===== config.mk =====
export PLATFORM = sky130hd
export DESIGN_NAME = mhb_regif
export DESIGN_NICKNAME = d
export VERILOG_FILES = /design/src/rtl/mhb_pkg.sv /design/src/rtl/mhb_sync.sv /design/src/rtl/mhb_phase.sv /design/src/rtl/mhb_decode.sv /design/src/rtl/mhb_irq.sv /design/src/rtl/mhb_regif.sv
export SDC_FILE = /design/constraint.sdc
export NUM_CORES = 1
export LEC_CHECK = 0
export BUFFER_PORTS_ARGS = -buffer_cell sky130_fd_sc_hd__buf_2
export CORE_MARGIN = 2
export CORE_UTILIZATION = 49
export DETAILED_ROUTE_END_ITERATION = 16
export PLACE_DENSITY = 0.9
export RECOVER_POWER = 25
export SYNTH_ARGS = -nofsm -noshare
export SYNTH_HDL_FRONTEND = slang
export SYNTH_SLANG_ARGS = --single-unit
export TNS_END_PERCENT = 100

===== constraint.sdc =====
create_clock -name clk -period 3.3 [get_ports clk]
set_input_delay 0.33 -clock clk [delete_from_list [all_inputs] [get_ports clk]]
set_output_delay 0.33 -clock clk [all_outputs]
set_load 0.02 [all_outputs]

===== src/rtl/mhb_pkg.sv =====
package mhb_pkg;
   localparam int unsigned MHB_DW       = 8;
   localparam int unsigned MHB_IDX_INT  = 0;
   localparam int unsigned MHB_IDX_REV  = 15;
   localparam logic [15:0] MHB_MAP_MASK = 16'hB7F3;
   localparam int unsigned MHB_NSRC     = 2;
   localparam int unsigned MHB_EN_OFS   = 2;
   localparam int unsigned MHB_SRC_STEP = 4;
endpackage


===== src/rtl/mhb_sync.sv =====
module mhb_sync #(
   parameter int unsigned W = 1,
   parameter logic [W-1:0] RST_VAL = '0
) (
   input  logic         clk,
   input  logic         rst_n,
   input  logic [W-1:0] d,
   output logic [W-1:0] q
);
   logic [W-1:0] stage1, stage2;

   always_ff @(posedge clk or negedge rst_n) begin
      if (!rst_n) begin
         stage1 <= RST_VAL;
         stage2 <= RST_VAL;
      end else begin
         stage1 <= d;
         stage2 <= stage1;
      end
   end

   assign q = stage2;
endmodule


===== src/rtl/mhb_phase.sv =====
module mhb_phase #(
   parameter int unsigned DW        = 8,
   parameter int unsigned READY_CYC = 2
) (
   input  logic          clk,
   input  logic          rst_n,
   input  logic          cs_s,
   input  logic          ad_s,
   input  logic          wr_s,
   input  logic          rd_s,
   input  logic [DW-1:0] dat_s,
   input  logic          need_ack,
   input  logic          ack,
   output logic          ev_idx,
   output logic          ev_wr,
   output logic          ev_rd,
   output logic [DW-1:0] index,
   output logic          busy
);
   localparam int unsigned CNT_W = $clog2(READY_CYC + 1);
   localparam logic [CNT_W-1:0] LAST = CNT_W'(READY_CYC - 1);

   logic             wr_q, rd_q;
   logic             wr_fall, rd_fall, any_ev;
   logic             wait_ack;
   logic [CNT_W-1:0] cnt;
   logic             done;

   assign wr_fall = wr_q & ~wr_s & ~cs_s;
   assign rd_fall = rd_q & ~rd_s & ~cs_s;
   assign ev_idx  = wr_fall & ad_s;
   assign ev_wr   = wr_fall & ~ad_s;
   assign ev_rd   = rd_fall & ~wr_fall;
   assign any_ev  = ev_idx | ev_wr | ev_rd;
   assign done    = wait_ack ? ack : (cnt == LAST);

   always_ff @(posedge clk or negedge rst_n) begin
      if (!rst_n) begin
         wr_q  <= 1'b1;
         rd_q  <= 1'b1;
         index <= '0;
      end else begin
         wr_q <= wr_s;
         rd_q <= rd_s;
         if (ev_idx) index <= dat_s;
      end
   end

   always_ff @(posedge clk or negedge rst_n) begin
      if (!rst_n) begin
         busy     <= 1'b0;
         wait_ack <= 1'b0;
         cnt      <= '0;
      end else if (any_ev) begin
         busy     <= 1'b1;
         wait_ack <= need_ack & ~ev_idx;
         cnt      <= '0;
      end else if (busy) begin
         if (done) busy <= 1'b0;
         if (cnt != LAST) cnt <= cnt + 1'b1;
      end
   end
endmodule


===== src/rtl/mhb_decode.sv =====
module mhb_decode #(
   parameter int unsigned  NREG     = 16,
   parameter int unsigned  DW       = 8,
   parameter logic [NREG-1:0] MAP_MASK = '1,
   parameter int unsigned  IDX_INT  = 0,
   parameter int unsigned  IDX_REV  = 15
) (
   input  logic            clk,
   input  logic            rst_n,
   input  logic [DW-1:0]   index,
   input  logic            ev_wr,
   input  logic            ev_rd,
   output logic            hit_int,
   output logic            hit_rev,
   output logic            hit_ext,
   output logic [NREG-1:0] wr_en,
   output logic [NREG-1:0] rd_en
);
   localparam logic [NREG-1:0] INT_BITS = (NREG'(1) << IDX_INT) | (NREG'(1) << IDX_REV);
   localparam logic [NREG-1:0] EXT_MASK = MAP_MASK & ~INT_BITS;

   logic [NREG-1:0] sel;

   for (genvar i = 0; i < NREG; i++) begin : g_sel
      assign sel[i] = (index == DW'(i)) & MAP_MASK[i];
   end

   assign hit_int = sel[IDX_INT];
   assign hit_rev = sel[IDX_REV];
   assign hit_ext = |(sel & EXT_MASK);

   always_ff @(posedge clk or negedge rst_n) begin
      if (!rst_n) begin
         wr_en <= '0;
         rd_en <= '0;
      end else begin
         wr_en <= ev_wr ? (sel & EXT_MASK) : '0;
         rd_en <= ev_rd ? (sel & EXT_MASK) : '0;
      end
   end
endmodule


===== src/rtl/mhb_irq.sv =====
module mhb_irq #(
   parameter int unsigned NSRC = 2,
   parameter int unsigned DW   = 8,
   parameter int unsigned STEP = 4,
   parameter int unsigned EOFS = 2
) (
   input  logic            clk,
   input  logic            rst_n,
   input  logic            wr_pulse,
   input  logic            rd_pulse,
   input  logic [NSRC-1:0] wen,
   input  logic [NSRC-1:0] src,
   output logic [DW-1:0]   image,
   output logic            irq_n
);
   logic [NSRC-1:0] en, pend, pend_nx;

   for (genvar k = 0; k < NSRC; k++) begin : g_src
      assign pend_nx[k] = (src[k] & en[k]) | (pend[k] & ~rd_pulse);

      always_ff @(posedge clk or negedge rst_n) begin
         if (!rst_n) begin
            en[k]   <= 1'b0;
            pend[k] <= 1'b0;
         end else begin
            if (wr_pulse) en[k] <= wen[k];
            pend[k] <= pend_nx[k];
         end
      end
   end

   always_comb begin
      image = '0;
      for (int k = 0; k < NSRC; k++) begin
         image[k*STEP]      = pend[k];
         image[k*STEP+EOFS] = en[k];
      end
   end

   always_ff @(posedge clk or negedge rst_n) begin
      if (!rst_n) irq_n <= 1'b1;
      else        irq_n <= ~|pend_nx;
   end
endmodule


===== src/rtl/mhb_regif.sv =====
module mhb_regif
   import mhb_pkg::*;
#(
   parameter int unsigned NREG      = 16,
   parameter logic [NREG-1:0] MAP_MASK = NREG'(MHB_MAP_MASK),
   parameter int unsigned READY_CYC = 2,
   parameter bit          USE_ACK   = 1'b0,
   parameter logic [7:0]  REVISION  = 8'h21,
   parameter int unsigned NSRC      = MHB_NSRC
) (
   input  logic               clk,
   input  logic               rst_n,
   input  logic               bus_cs_n,
   input  logic               bus_ad_sel,
   input  logic               bus_wr_n,
   input  logic               bus_rd_n,
   input  logic [7:0]         bus_din,
   output logic [7:0]         bus_dout,
   output logic               bus_doe,
   output logic               bus_rdy_n,
   output logic               bus_irq_n,
   output logic [NREG-1:0]    reg_wr_en,
   output logic [NREG-1:0]    reg_rd_en,
   output logic [7:0]         reg_wdata,
   input  logic [NREG*8-1:0]  reg_rdata_bank,
   input  logic               reg_ack,
   input  logic [NSRC-1:0]    irq_src
);
   localparam int unsigned DW    = MHB_DW;
   localparam int unsigned IDX_W = $clog2(NREG);

   if (READY_CYC < 1) begin : g_bad_ready
      $error("READY_CYC must be at least 1");
   end
   if (NREG < 16 || NREG > 256) begin : g_bad_nreg
      $error("NREG must lie in 16..256");
   end
   if (NSRC * MHB_SRC_STEP > DW) begin : g_bad_nsrc
      $error("NSRC does not fit in the interrupt control byte");
   end

   logic [3:0]    ctl_s;
   logic          cs_s, ad_s, wr_s, rd_s;
   logic [DW-1:0] dat_s;

   mhb_sync #(.W(4), .RST_VAL(4'b1011)) u_sync_ctl (
      .clk(clk), .rst_n(rst_n),
      .d({bus_cs_n, bus_ad_sel, bus_wr_n, bus_rd_n}), .q(ctl_s));

   mhb_sync #(.W(DW), .RST_VAL('0)) u_sync_dat (
      .clk(clk), .rst_n(rst_n), .d(bus_din), .q(dat_s));

   assign {cs_s, ad_s, wr_s, rd_s} = ctl_s;

   logic          ev_idx, ev_wr, ev_rd, busy;
   logic [DW-1:0] index;
   logic          need_ack;
   logic          hit_int, hit_rev, hit_ext;

   if (USE_ACK) begin : g_ack_wait
      assign need_ack = hit_ext;
   end else begin : g_ack_fixed
      assign need_ack = 1'b0;
   end

   mhb_phase #(.DW(DW), .READY_CYC(READY_CYC)) u_phase (
      .clk(clk), .rst_n(rst_n),
      .cs_s(cs_s), .ad_s(ad_s), .wr_s(wr_s), .rd_s(rd_s), .dat_s(dat_s),
      .need_ack(need_ack), .ack(reg_ack),
      .ev_idx(ev_idx), .ev_wr(ev_wr), .ev_rd(ev_rd),
      .index(index), .busy(busy));

   mhb_decode #(
      .NREG(NREG), .DW(DW), .MAP_MASK(MAP_MASK),
      .IDX_INT(MHB_IDX_INT), .IDX_REV(MHB_IDX_REV)
   ) u_decode (
      .clk(clk), .rst_n(rst_n), .index(index),
      .ev_wr(ev_wr), .ev_rd(ev_rd),
      .hit_int(hit_int), .hit_rev(hit_rev), .hit_ext(hit_ext),
      .wr_en(reg_wr_en), .rd_en(reg_rd_en));

   logic [NSRC-1:0] irq_wen;
   logic [DW-1:0]   irq_image;

   for (genvar k = 0; k < NSRC; k++) begin : g_wen
      assign irq_wen[k] = dat_s[k*MHB_SRC_STEP + MHB_EN_OFS];
   end

   mhb_irq #(
      .NSRC(NSRC), .DW(DW), .STEP(MHB_SRC_STEP), .EOFS(MHB_EN_OFS)
   ) u_irq (
      .clk(clk), .rst_n(rst_n),
      .wr_pulse(ev_wr & hit_int), .rd_pulse(ev_rd & hit_int),
      .wen(irq_wen), .src(irq_src),
      .image(irq_image), .irq_n(bus_irq_n));

   logic [DW-1:0] bank_byte;
   assign bank_byte = reg_rdata_bank[int'(index[IDX_W-1:0])*DW +: DW];

   always_ff @(posedge clk or negedge rst_n) begin
      if (!rst_n) begin
         bus_dout  <= '0;
         reg_wdata <= '0;
      end else begin
         if (ev_wr) reg_wdata <= dat_s;
         if (ev_rd) begin
            if (hit_int)      bus_dout <= irq_image;
            else if (hit_rev) bus_dout <= REVISION;
            else if (hit_ext) bus_dout <= bank_byte;
            else              bus_dout <= '0;
         end
      end
   end

   assign bus_doe   = ~bus_cs_n & ~bus_rd_n;
   assign bus_rdy_n = busy;
endmodule


==> impl_metrics.yaml <==
cts:
  cts_made_buffers: 9
  hold_buffers: 0
  cts.sinks: 78
  ctsResizeCount: 0
  clk_latency_ns: 0.35
  postCtsSetupBuffers: 0
  cts_tree: "done"
  root_buffer: "clkbuf_8"
  cts_htree_levels: 3
  clock_path_buffers: 2
  clk_pin_slew_ns: 0.08
run_status:
  status: "finished, violations left"
  failed_checks: "max-capacitance violations, max-slew violations"
worst_setup_path:
  startpoint_type: "flip-flop"
  end_kind: "flip-flop"
  worstPathArrival_ns: 2.62
  worstSetupPathType: "flip-flop to flip-flop"
  cp_max_fo: 27
  max_stage_delay_ns: 0.91
  path_cells: "buf_4 -> nor2b_1 -> a21oi_1 -> nor3_1 -> a2111o_1"
  cp.required_ns: 3.53
  cp_slowest_cell: "dfrtp_2"
sta:
  worst_slew_pin_slew_ns: 1.83
  hold_viol: 0
  period_minus_slack_ns: 2.39
  setup_violations: 0
  tns_ns: 0
  maxSlewViolCount: 79
  fmax_ghz: 0.419
  slew_headroom_pct: -22.1
  fin_crit_sh_pct: 72.4
  grt_setup_unrepaired: "false"
  setup_ws_ns: 0.911
  skew_ns: 0.00601
drt:
  wire_per_inst_um: 17.5
  drc: 0
  drt-total-wl_mm: 9.84
  vias: 2981
  dr.pass1.iters: 4
  first_iter_violations: 245
  vias_per_cell: 5.29
  antenna_left: 0
synthesis:
  syn-cell-area_um2: 3810
  synthAdderAreaFrac_pct: 0.328
  synth-async-reset-ratio_pct: 100
  yosysWarnings: 0
  yosysTopAreaCell: "dfrtp_1"
  synthSimpleGateAreaFrac_pct: 11.7
  ys_ff_latch: 78
  syn_inst: 275
  post_synth_main_area_contributors: "dfrtp_1 (45%), mux4_2 (19%), dfstp_2 (6.2%)"
  synth_top_family_by_area: "multiplexers"
  synth_cell_types: 43
  ys_seq_area_share_pct: 51.5
  syn-mean-instance-area_um2: 13.9
  synth_top_flop_cell: "dfrtp_1"
  synth_xor_xnor_area_share_pct: 0.230
  synth.most_common_cell: "dfrtp_1"
  synth_compound_area_share_pct: 4.36
  synth-edff-count: 0
  synthMuxAreaShare_pct: 27.3
  synth_common_cells: "dfrtp_1 (69), mux4_2 (32), nor2_1 (22)"
  synth_top_area_share_pct: 45.3
power:
  cellPowerDensity_nw_per_um2: 552
  ir_worst_vdd_mv: 0.466
  power.total_w: 0.00276
  power.leakage_nw: 2.50
die:
  rows: 32
  fp.coreArea_um2: 7650
  io_pins: 196
  die-height_um: 92.2
  initial_utilization_pct: 49.9
  dieWidth_um: 92.2
  dieArea_um2: 8510
cells_and_area:
  syn_to_final_growth_pct: 31.1
  regArea_um2: 1960
  drive_gt1_share_pct: 58.4
  n_fill_cell: 596
  final_nets: 603
  diodes: 0
  multi_input_area_um2: 1730
placed_design:
  port_buffers: 182
  pre_cts_slack_ns: 0.868
  gp_congestion: 0.896
  dpl.hpwl_mm: 7.64
min_path:
  hold_class: "input pin to flip-flop"
global_routing:
  grt_start_max_net_pins: 79
  grt_pass1_wl_mm: 15.9
  groute.usage.overall_pct: 24.4
  grt_pass1_vias: 3131
  grt_remaining_overflow: 0
  grt_antenna_before_repair: 0
run:
  maxCapViolations: 1
[layout make-up]
cell class / count / area share [%]
clock buffer: 10 / 2.55
clock inverter: 6 / 2.18
multi-input combinational: 179 / 34.5
tap: 102 / 2.55
timing repair buffer: 185 / 18.6
inverter: 4 / 0.300
sequential: 78 / 39.3
[worst max-delay path: cells and delay by family (launching register included)]
| family | cells | cell delay, ns |
|---|---|---|
| simple gates | 2 | 0.21 |
| buf+inv | 1 | 0.38 |
| flops | 1 | 0.91 |
| compound gates | 2 | 0.76 |
[stage by stage]
stage	hold slack (ns)	utilization (%)	instances	instance area, µm²
CTS	0.0665	65.4	564	5000
global route	0.0552	65.4	564	5000
floorplan	0.0344	-	286	3860
finish	0.0749	65.4	564	5000
global placement	0.331	62.4	548	4770
detailed placement	0.336	62.4	548	4770
[registers in the layout, summed over array words and instances, names as in the netlist]
register,cells
bus_dout,8
u_irq.irq_n,1
u_sync_ctl.stage1,4
u_phase.busy,1
u_phase.cnt,2
u_phase.index,8
u_sync_dat.stage1,8
u_irq.image,4
u_decode.wr_en,10
u_phase.rd_q,1
u_decode.rd_en,10
u_sync_dat.q,8
u_sync_ctl.q,4
u_phase.wr_q,1
reg_wdata,8
[cells in the final DEF, fill, tap and decap left out, types with 2 or more instances in the layout]
master,netlist,final
clkinv_2,0,2
a21oi_1,2,2
dfstp_1,0,2
mux4_2,32,32
nand2_1,18,18
o21ai_0,4,4
or2_2,6,6
nor3b_2,2,2
nor2b_1,3,3
buf_4,13,3
a2111o_1,2,2
mux2_2,16,16
nand4_1,2,2
o221ai_1,3,3
buf_2,6,180
nand3_1,4,4
a211o_1,3,3
dfrtp_1,69,68
clkbuf_1,3,2
bufinv_16,0,3
conb_1,1,12
mux2i_1,14,14
inv_1,4,4
nor3_1,13,12
clkbuf_8,0,9
nor2_1,22,22
dfstp_2,9,7
nand2b_1,4,4
[cells by family after synthesis]
family	Yosys count
AO/OA/AOI/OAI	21
XOR/XNOR	1
adder cells (fa/ha/maj)	1
buffers and inverters	29
flip-flops	78
multiplexers	62
other	1
AND/OR/NAND/NOR	82
[power by group]
part           switching (W)  leakage (nW)  internal (W)
logic               0.000341          1.42      0.000396
registers           0.000128         0.964       0.00106
clock network       0.000331         0.121      0.000502
[layer usage]
metal	up-vias	track usage [%]	routed length (µm)
li1	1369	-	-
met1	1458	31.0	3920
met2	139	41.1	5100
met3	15	7.89	716
met4	0	5.85	109
met5	-	0	0
[worst paths after layout]
check,start,end,slack [ns],cells after the start
max,u_phase.index[1],bus_dout[6],0.91,5
min,bus_rd_n,u_sync_ctl.stage1[0],0.07,1
max reg2reg,u_phase.index[1],bus_dout[6],0.91,5
min reg2reg,u_sync_dat.stage1[4],u_sync_dat.q[4],0.35,0
max in group asynchronous,rst_n,u_phase.index[1],1.61,1
min in group asynchronous,rst_n,u_decode.wr_en[13],0.48,1
Power figures use the tool's default switching activity.
